===== config.mk =====
export PLATFORM = sky130hd
export DESIGN_NAME = rsx_exec_unit
export DESIGN_NICKNAME = d
export VERILOG_FILES = /design/src/rtl/rsx_pkg.sv /design/src/rtl/rsx_decoder.sv /design/src/rtl/rsx_regfile.sv /design/src/rtl/rsx_alu.sv /design/src/rtl/rsx_exec_unit.sv
export SDC_FILE = /design/constraint.sdc
export NUM_CORES = 2
export LEC_CHECK = 0
export CAP_MARGIN = 30
export CORE_MARGIN = 3
export CORE_UTILIZATION = 43
export DETAILED_ROUTE_END_ITERATION = 12
export SETUP_SLACK_MARGIN = 0.05
export SYNTH_ARGS = -nofsm -noshare
export SYNTH_HDL_FRONTEND = slang
export SYNTH_SLANG_ARGS = --single-unit

===== constraint.sdc =====
create_clock -name clk -period 8.7 [get_ports clk]
set_input_delay 1.74 -clock clk [delete_from_list [all_inputs] [get_ports clk]]
set_output_delay 1.74 -clock clk [all_outputs]
set_load 0.01 [all_outputs]

===== src/rtl/rsx_pkg.sv =====
package rsx_pkg;
    localparam int INSN_W    = 32;
    localparam int REG_IDX_W = 5;
    localparam int IMM_W     = 16;
    localparam int OPC_W     = 6;
    localparam int FUNCT_W   = 6;

    localparam logic [OPC_W-1:0]   OPC_RTYPE = 6'd0;
    localparam logic [OPC_W-1:0]   OPC_ADDI  = 6'd8;
    localparam logic [OPC_W-1:0]   OPC_SLTI  = 6'd10;
    localparam logic [OPC_W-1:0]   OPC_LUI   = 6'd15;
    localparam logic [FUNCT_W-1:0] FN_ADD    = 6'd32;
    localparam logic [FUNCT_W-1:0] FN_SUB    = 6'd34;
    localparam logic [FUNCT_W-1:0] FN_SLT    = 6'd42;

    typedef enum logic [1:0] {
        ALU_ADD,
        ALU_SUB,
        ALU_SLT,
        ALU_LUI
    } alu_op_e;

    typedef enum logic [1:0] {
        S_IDLE,
        S_WRITE,
        S_SKIP,
        S_TRAP
    } exec_state_e;

    typedef struct packed {
        logic                 legal;
        alu_op_e              op;
        logic                 use_imm;
        logic [REG_IDX_W-1:0] src_a;
        logic [REG_IDX_W-1:0] src_b;
        logic [REG_IDX_W-1:0] dst;
        logic [IMM_W-1:0]     imm;
    } decoded_t;
endpackage


===== src/rtl/rsx_decoder.sv =====
module rsx_decoder
    import rsx_pkg::*;
(
    input  logic [INSN_W-1:0] instr_word,
    output decoded_t          dec
);
    logic [OPC_W-1:0]   opc;
    logic [FUNCT_W-1:0] fn;

    assign opc = instr_word[31:26];
    assign fn  = instr_word[5:0];

    always_comb begin
        dec.legal   = 1'b0;
        dec.op      = ALU_ADD;
        dec.use_imm = 1'b0;
        dec.src_a   = instr_word[25:21];
        dec.src_b   = instr_word[20:16];
        dec.dst     = instr_word[15:11];
        dec.imm     = instr_word[15:0];
        unique case (opc)
            OPC_RTYPE: begin
                unique case (fn)
                    FN_ADD:  begin dec.legal = 1'b1; dec.op = ALU_ADD; end
                    FN_SUB:  begin dec.legal = 1'b1; dec.op = ALU_SUB; end
                    FN_SLT:  begin dec.legal = 1'b1; dec.op = ALU_SLT; end
                    default: dec.legal = 1'b0;
                endcase
            end
            OPC_ADDI: begin
                dec.legal   = 1'b1;
                dec.op      = ALU_ADD;
                dec.use_imm = 1'b1;
                dec.dst     = instr_word[20:16];
            end
            OPC_SLTI: begin
                dec.legal   = 1'b1;
                dec.op      = ALU_SLT;
                dec.use_imm = 1'b1;
                dec.dst     = instr_word[20:16];
            end
            OPC_LUI: begin
                dec.legal   = 1'b1;
                dec.op      = ALU_LUI;
                dec.use_imm = 1'b1;
                dec.dst     = instr_word[20:16];
            end
            default: dec.legal = 1'b0;
        endcase
    end
endmodule


===== src/rtl/rsx_regfile.sv =====
module rsx_regfile #(
    parameter  int XLEN  = 32,
    parameter  int DEPTH = 32,
    localparam int IDX_W = $clog2(DEPTH)
) (
    input  logic             clk,
    input  logic             rst_n,
    input  logic [IDX_W-1:0] rd_a_idx,
    output logic [XLEN-1:0]  rd_a_data,
    input  logic [IDX_W-1:0] rd_b_idx,
    output logic [XLEN-1:0]  rd_b_data,
    input  logic             wr_en,
    input  logic [IDX_W-1:0] wr_idx,
    input  logic [XLEN-1:0]  wr_data
);
    logic [XLEN-1:0] cells [DEPTH];

    // Entry 0 is never written; it stays at its reset value of zero.
    always_ff @(posedge clk or negedge rst_n) begin
        if (!rst_n) begin
            for (int i = 0; i < DEPTH; i++) cells[i] <= '0;
        end else if (wr_en && (wr_idx != '0)) begin
            cells[wr_idx] <= wr_data;
        end
    end

    assign rd_a_data = (rd_a_idx == '0) ? '0 : cells[rd_a_idx];
    assign rd_b_data = (rd_b_idx == '0) ? '0 : cells[rd_b_idx];
endmodule


===== src/rtl/rsx_alu.sv =====
module rsx_alu
    import rsx_pkg::*;
#(
    parameter int XLEN = 32
) (
    input  alu_op_e         op,
    input  logic [XLEN-1:0] opnd_a,
    input  logic [XLEN-1:0] opnd_b,
    output logic [XLEN-1:0] result
);
    logic less;

    assign less = $signed(opnd_a) < $signed(opnd_b);

    always_comb begin
        unique case (op)
            ALU_ADD: result = opnd_a + opnd_b;
            ALU_SUB: result = opnd_a - opnd_b;
            ALU_SLT: result = {{(XLEN-1){1'b0}}, less};
            ALU_LUI: result = {opnd_b[IMM_W-1:0], {(XLEN-IMM_W){1'b0}}};
            default: result = '0;
        endcase
    end
endmodule


===== src/rtl/rsx_exec_unit.sv =====
module rsx_exec_unit
    import rsx_pkg::*;
#(
    parameter int XLEN = 32
) (
    input  logic                 clk,
    input  logic                 rst_n,
    input  logic                 instr_valid,
    input  logic [INSN_W-1:0]    instr_word,
    output logic                 wb_en,
    output logic [REG_IDX_W-1:0] wb_idx,
    output logic [XLEN-1:0]      wb_data,
    output logic                 illegal
);
    localparam int NREG = 2 ** REG_IDX_W;

    decoded_t        dec;
    logic [XLEN-1:0] val_a, val_b, opnd_b, imm_sx, alu_out;
    logic            commit;
    exec_state_e     state, state_nx;

    rsx_decoder u_dec (
        .instr_word (instr_word),
        .dec        (dec)
    );

    rsx_regfile #(.XLEN(XLEN), .DEPTH(NREG)) u_rf (
        .clk       (clk),
        .rst_n     (rst_n),
        .rd_a_idx  (dec.src_a),
        .rd_a_data (val_a),
        .rd_b_idx  (dec.src_b),
        .rd_b_data (val_b),
        .wr_en     (commit),
        .wr_idx    (dec.dst),
        .wr_data   (alu_out)
    );

    assign imm_sx = {{(XLEN-IMM_W){dec.imm[IMM_W-1]}}, dec.imm};
    assign opnd_b = dec.use_imm ? imm_sx : val_b;

    rsx_alu #(.XLEN(XLEN)) u_alu (
        .op     (dec.op),
        .opnd_a (val_a),
        .opnd_b (opnd_b),
        .result (alu_out)
    );

    assign commit = instr_valid && dec.legal && (dec.dst != '0);

    always_comb begin
        if (!instr_valid)        state_nx = S_IDLE;
        else if (!dec.legal)     state_nx = S_TRAP;
        else if (dec.dst == '0)  state_nx = S_SKIP;
        else                     state_nx = S_WRITE;
    end

    always_ff @(posedge clk or negedge rst_n) begin
        if (!rst_n) begin
            state   <= S_IDLE;
            wb_idx  <= '0;
            wb_data <= '0;
        end else begin
            state <= state_nx;
            if (commit) begin
                wb_idx  <= dec.dst;
                wb_data <= alu_out;
            end
        end
    end

    always_comb begin
        unique case (state)
            S_IDLE:  begin wb_en = 1'b0; illegal = 1'b0; end
            S_WRITE: begin wb_en = 1'b1; illegal = 1'b0; end
            S_SKIP:  begin wb_en = 1'b0; illegal = 1'b0; end
            S_TRAP:  begin wb_en = 1'b0; illegal = 1'b1; end
            default: begin wb_en = 1'b0; illegal = 1'b0; end
        endcase
    end
endmodule


# Yosys cells after proc, flatten, opt, wreduce, memory -nomap -nowiden
# Cells that the tools add are included.
# Widths: inputs -> output; s select.
dict set report totals {
  regBits 1063
  latchBits 0
  ram_bits 0
  mem_bits_ro 0
  inputBits 35
  output_inout_bits 39
  word_cells 96
  mem_count 0
}
dict set report classes {
  n_addsub 2
  n_mul 0
  div 0
  magnitude_cmp 5
  n_eq_ne 12
  n_shift 0
  muxes 24
  bitwise 3
  n_reduce_logical 15
}
# cell n
set op_table {}
lappend op_table {{$bwmux 1024} 1}
lappend op_table {{$bmux 32 s5} 2}
lappend op_table {{$mux 32} 8}
lappend op_table {{$demux 32 s5} 1}
lappend op_table {{$pmux 32 s4} 1}
lappend op_table {{$add 32x32->32} 1}
lappend op_table {{$lt 32x32->1} 1}
lappend op_table {{$sub 32x32->32} 1}
lappend op_table {{$eq 6x4->1 const B} 3}
lappend op_table {{$eq 6x6->1 const B} 3}
lappend op_table {{$ge 6x6->1 const B} 3}
lappend op_table {{$not 5->6} 3}
lappend op_table {{$logic_not 5->1} 3}
lappend op_table {{$reduce_or 3->1} 4}
lappend op_table {{$eq 2x2->1 const B} 4}
lappend op_table {{$logic_not 6->1} 1}
lappend op_table {{$lt 6x1->1 const B} 1}
lappend op_table {{$mux 2} 3}
lappend op_table {{$pmux 1 s2} 3}
lappend op_table {{$pmux 2 s3} 1}
lappend op_table {{$mux 5} 1}
lappend op_table {{$reduce_bool 5->1} 1}
lappend op_table {{$eq 2x1->1 const B} 2}
lappend op_table {{$logic_and 1x1->1} 4}
lappend op_table {{3 further kinds} 5}

# Logic depth before layout (Yosys ltp)
dict set report depth {
  depth_word 9
  mapped_depth 28
}

# Cells and area by module
# From an unflattened synthesis, not the netlist that was laid out.
dict set report hier_totals {
  hier_cells 4360
  area_unflattened_um2 60312.8
}
# module n_inst cells_each area_each_um2 seq_area_each_um2
set modules_own_cells {}
lappend modules_own_cells {rsx_regfile 1 3621 54369.6 25624.6}
lappend modules_own_cells {rsx_alu 1 544 3570.9 0.0}
lappend modules_own_cells {rsx_exec_unit 1 146 1974.4 975.9}
lappend modules_own_cells {rsx_decoder 1 49 397.9 0.0}

# Worst setup path before layout
# Ideal clock, no wire load.
dict set report synth_path {
  path_type {input port to flip-flop}
  from {input instr_word[21]}
  to {register u_rf.cells[927] (netlist bit)}
  arrival_ps 7044
  setup_slack_ps 1519
  cell_stages 21
  path_buffers 6
  path_cell_list {clkbuf_1 > buf_2 > buf_1 > buf_2 > mux4_2 > mux4_2 > mux2i_1 > nor2_1 > ha_1 > buf_6 > or3b_1 > nand2b_4 > nor2_1 > a211o_1 > a21oi_1 > or3_1 > a31oi_1 > mux2_2 > a22oi_1 > buf_2 > a21oi_1}
}
dict set report synth_via {
  elab_chain_cells 8
  word_cells_on_any_way 10
  classes_between {2 x add/sub; 6 x mux; 1 x bitwise; 1 x reduce/logical}
}
# element line_no
set synth_lines {}
lappend synth_lines {{from (decl)} rsx_exec_unit.sv:9} ;# input logic [INSN_W-1:0] instr_word,
lappend synth_lines {{$not 5->6 (not written as such)} rsx_regfile.sv:27} ;# assign rd_a_data = (rd_a_idx == '0) ? '0 : cells[rd_a_idx];
lappend synth_lines {{$bmux 32 s5} rsx_regfile.sv:27}
lappend synth_lines {{$mux 32 (not written as such) (2 in series)} rsx_regfile.sv:27}
lappend synth_lines {{$mux 32 (*)} rsx_regfile.sv:27}
lappend synth_lines {{$sub 32x32->32 or $add 32x32->32 (tied branches)} {rsx_alu.sv:18, rsx_alu.sv:17}}
lappend synth_lines {{$pmux 32 s4 (*)} rsx_alu.sv:16} ;# unique case (op)
lappend synth_lines {{$bwmux 1024 (*)} rsx_regfile.sv:23} ;# cells[wr_idx] <= wr_data;
lappend synth_lines {{to (signal, indexed assignment)} rsx_regfile.sv:23}
lappend synth_lines {{to (decl)} rsx_regfile.sv:16} ;# logic [XLEN-1:0] cells [DEPTH];
# Every way passes the cells marked *; elsewhere a longest branch is shown, timed or not. The select of a mux whose other input is x is not followed.
# A chain may end at the register's enable or synchronous reset.

# Worst setup path in the final report
dict set report layout_path {
  from {input instr_word[21]}
  to {register u_rf.cells[704] (netlist bit)}
}
dict set report layout_via {
  elab_chain_cells 8
  word_cells_on_any_way 11
  classes_between {2 x add/sub; 1 x order compare; 6 x mux; 1 x bitwise; 1 x reduce/logical}
}
# element line_no
set layout_lines {}
lappend layout_lines {{$not 5->6 (not written as such)} rsx_regfile.sv:27}
lappend layout_lines {{$bmux 32 s5} rsx_regfile.sv:27}
lappend layout_lines {{$mux 32 (not written as such) (2 in series)} rsx_regfile.sv:27}
lappend layout_lines {{$mux 32 (*)} rsx_regfile.sv:27}
lappend layout_lines {{$sub 32x32->32, or another cell as far along} rsx_alu.sv:18} ;# ALU_SUB: result = opnd_a - opnd_b;
lappend layout_lines {{$pmux 32 s4 (*)} rsx_alu.sv:16}
lappend layout_lines {{$bwmux 1024 (*)} rsx_regfile.sv:23}
# Marked as above.

==> metrics list <==
- Measured slew at the worst slew-check pin: 1150 ps
- For the final database, setup skew stands at 57.9 ps.
- Total number of placement rows: 135
- Final Hold Vio Count: 0
- The H-tree was split into 3 levels.
- Slowest cell on the critical path: mux4_2
- Top cell type by total area after synthesis: dfrtp_1
- For the final routed database, the setup TNS stands at 0 ps.
* Fraction of final layout cells sized beyond drive strength 1: 21.2%
- Number of hold buffers added after cts: 0
* Detailed-route via count: 46200
- The initial antenna violation count was 16.
* Initial detailed-routing violation count: 5631
* Count of input and output buffers: 73
- The final layout contains routed wiring with a total length of 211000 µm.
- Top-area cell type share of the netlist area: 44.9%
- Largest net degree at the start of global routing: 171
- A synthesized cell averages 10.6 µm².
- The critical path in this run is classified as primary input to register.
- Clock latency on the worst-skew pair, taken at its later pin, is 780 ps.
* Power density relative to cell area: 180 mW/mm²
- Vert. Die Dim: 377 µm
- Max Freq: 141 MHz
- In this run, synthesis produced a sequential element count of 1063.
* Arr. time, crit path: 7710 ps
- Once the floorplan was initialized, standard cells occupied 43.5% of the core.
* Wire length of the first global-routing pass: 312000 µm
* DRC Markers: 0
- Counting both buffers and inverters, the worst setup path holds a total of 4.
* Estimated wirelength of the detail-placed design: 131000 µm
- Max-slew violation count: 0
- Count of cell types in the netlist: 97
- Top library cells by usage in the layout, fill and taps aside: dfrtp_1, nand2_1, o21ai_0
* Synthesis Warnings: 0
* Vias in the first global route: 45000
* Nets in the synthesized netlist: 5663
- Sorting the synthesized cells by area gives the leading types as dfrtp_1, mux4_2, nand2_1, o21ai_0, mux2i_1.
- The flow ran to the end, and the final reports show no timing, DRC or antenna violations.
- Unrepaired setup endpoints after global routing: false
* Max Buffers Root-to-Sink: 3
* Total leakage power: 28.4 nW
- 74 I/O pins were placed.
- Broken down by cell family, the worst path's largest delay share belongs to multiplexers.
- The floorplan step defined a die boundary enclosing 0.142 mm².
* Worst EP required: 9340 ps
- Global-route congestion overflow total: 0
- Minimum period implied by the final worst setup slack: 7070 ps
- Post-route standard cell area excluding fillers: 0.0657 mm²
* Count of instances resized after the clock tree is built: 0
* Clock tree from TritonCTS: built
- Number of violations of the max-capacitance limit: 0
- In this run the worst hold path is classified as register to register.
- The cell count after synthesis came out at 5563.
* Core Box Area: 0.136 mm²
- Headroom to the max-slew limit came out at 23.2%.
- After layout, the worst path uses 81.2% of the clock period.
- Setup violations remaining at the end of the flow were counted as 0.
* Area of the mapped netlist: 0.0592 mm²
* Number of detailed-route iterations in the first pass: 8
- The library cell used most frequently in the layout, excluding fill and tap cells, is dfrtp_1.
- Number of nets still failing antenna checks after routing: 0
* Critical path, cell by cell: buf_8, buf_12, buf_4, mux4_2, mux4_2, mux2i_1, nor2_1, ha_1, nor2_1, o21ai_0, o21ai_0, a21boi_0, a21oi_1, nor2_1, o21ai_0, a32oi_2, buf_4, mux2_2
* Instance area after placement: 0.0616 mm²
* Worst ir drop on vdd: 0.175 mV
- Width of the die: 377 µm
* Setup repair bufs after CTS: 0
* Area growth from synthesis to layout: 11.0%
- In this run, synthesis inferred 0 flip-flops with an integrated enable.
- Counting the buffers created by CTS gives 117.
* Worst stage delay on the critical path: 530 ps
- Final Net Count: 5461
* Clock root buffer master: clkbuf_16
- CP startpoint kind: primary input
- Flip-flop cell with the highest count after synthesis: dfrtp_1
- In the synthesized netlist the async set-or-reset flop fraction comes to 100%.
- The congestion estimate from routability-driven global placement came to 0.967.
* Sequential cell area fraction in the yosys report: 44.9%
- Dividing the detail-routed wire length by the instance count gives 29.1 µm.
- Clock-pin slew was measured on the worst setup and hold paths at 60 ps.
- Global routing used 29.8% of the available tracks.
- Sink count of the clock tree: 1063
- Detail-routed via count per cell: 6.38
- Worst Setup End Kind: register
- Of all nets on the critical path, the largest fanout is 48.
worst reg2reg max path: cells and delay by family (launching register included):
family          cells  cell delay (ps)
compound gates      9             2140
mux                 2              980
simple gates        3              960
fa+ha+maj           1              410
flops               1              390
buf+inv             1              220
xor+xnor            1              160
kinds of logic after synthesis:
logic type	share of synthesized area [%]
fa+ha+maj	1.40
simple gates	10.4
flops	44.9
xor+xnor	0.104
compound gates	14.5
buf+inv	4.96
mux	23.8
sequential cells by signal, summed over array words and instances, names as in the netlist:
register and count:
state 2, wb_data 32, wb_idx 5, u_rf.cells 1024
power by group:
part	internal [mW]	switching, mW	total [mW]
clock network	2.99	2.24	5.23
logic	0.508	0.926	1.43
registers	5.08	0.116	5.19
final timing paths:
kind / startpoint / slack [ps] / end / depth (start not counted)
max: instr_word[21] / 1630 / u_rf.cells[704] / 18
max in group asynchronous: rst_n / 5870 / u_rf.cells[967] / 3
min: u_rf.cells[1001] / 400 / u_rf.cells[1001] / 0
max reg2reg: u_rf.cells[4] / 3240 / u_rf.cells[762] / 17
min reg2reg: u_rf.cells[1001] / 400 / u_rf.cells[1001] / 0
min in group asynchronous: rst_n / 980 / wb_data[4] / 1
cell type report:
type | instances | area (µm²)
antenna | 3 | 7.51
fill | 12400 | 70400
tap | 1781 | 2230
inverter | 65 | 244
sequential | 1063 | 26600
timing repair buffer | 264 | 2650
clock buffer | 150 | 3210
clock inverter | 67 | 828
multi-input combinational | 3850 | 30000
per-stage QoR:
step	instances	setup WS [ps]	hold slack [ps]	power [mW]	utilization [%]
after CTS	7236	1790	400	11.9	48.2
after floorplan	5563	1520	441	6.06	-
after detailed placement	7019	982	385	6.70	45.2
after global placement	7014	937	381	6.68	45.2
final	7243	1630	396	11.9	48.3
after global routing	7240	1390	407	12.3	48.3
cells in the mapped netlist (6+ instances only):
master / count
a211oi_1: 6
a21o_1: 14
a21oi_1: 306
a221o_1: 12
a221oi_1: 59
a22oi_1: 61
a31oi_1: 47
a32oi_1: 11
buf_1: 33
buf_2: 171
buf_4: 19
buf_6: 21
clkbuf_1: 331
dfrtp_1: 1063
ha_1: 63
inv_1: 65
mux2_2: 121
mux2i_1: 196
mux4_2: 477
nand2_1: 953
nand2b_1: 9
nand3_1: 70
nand4_1: 9
nor2_1: 335
nor2b_1: 13
nor3_1: 12
nor4_1: 17
o211ai_1: 11
o21a_1: 6
o21ai_0: 618
o21ai_1: 200
o21ai_2: 31
o21bai_1: 11
o221ai_1: 7
o22ai_1: 14
o31ai_1: 7
or2_1: 33
or3_1: 6
xnor2_1: 7
routing by layer:
layer	vias to the layer above	wire length [µm]	global-route usage (%)
met4	12	8640	11.5
met3	477	21800	7.12
li1	19800	-	-
met5	-	78	0
met2	2363	90800	43.1
met1	23600	89600	43.3
Power figures use the tool's default switching activity.
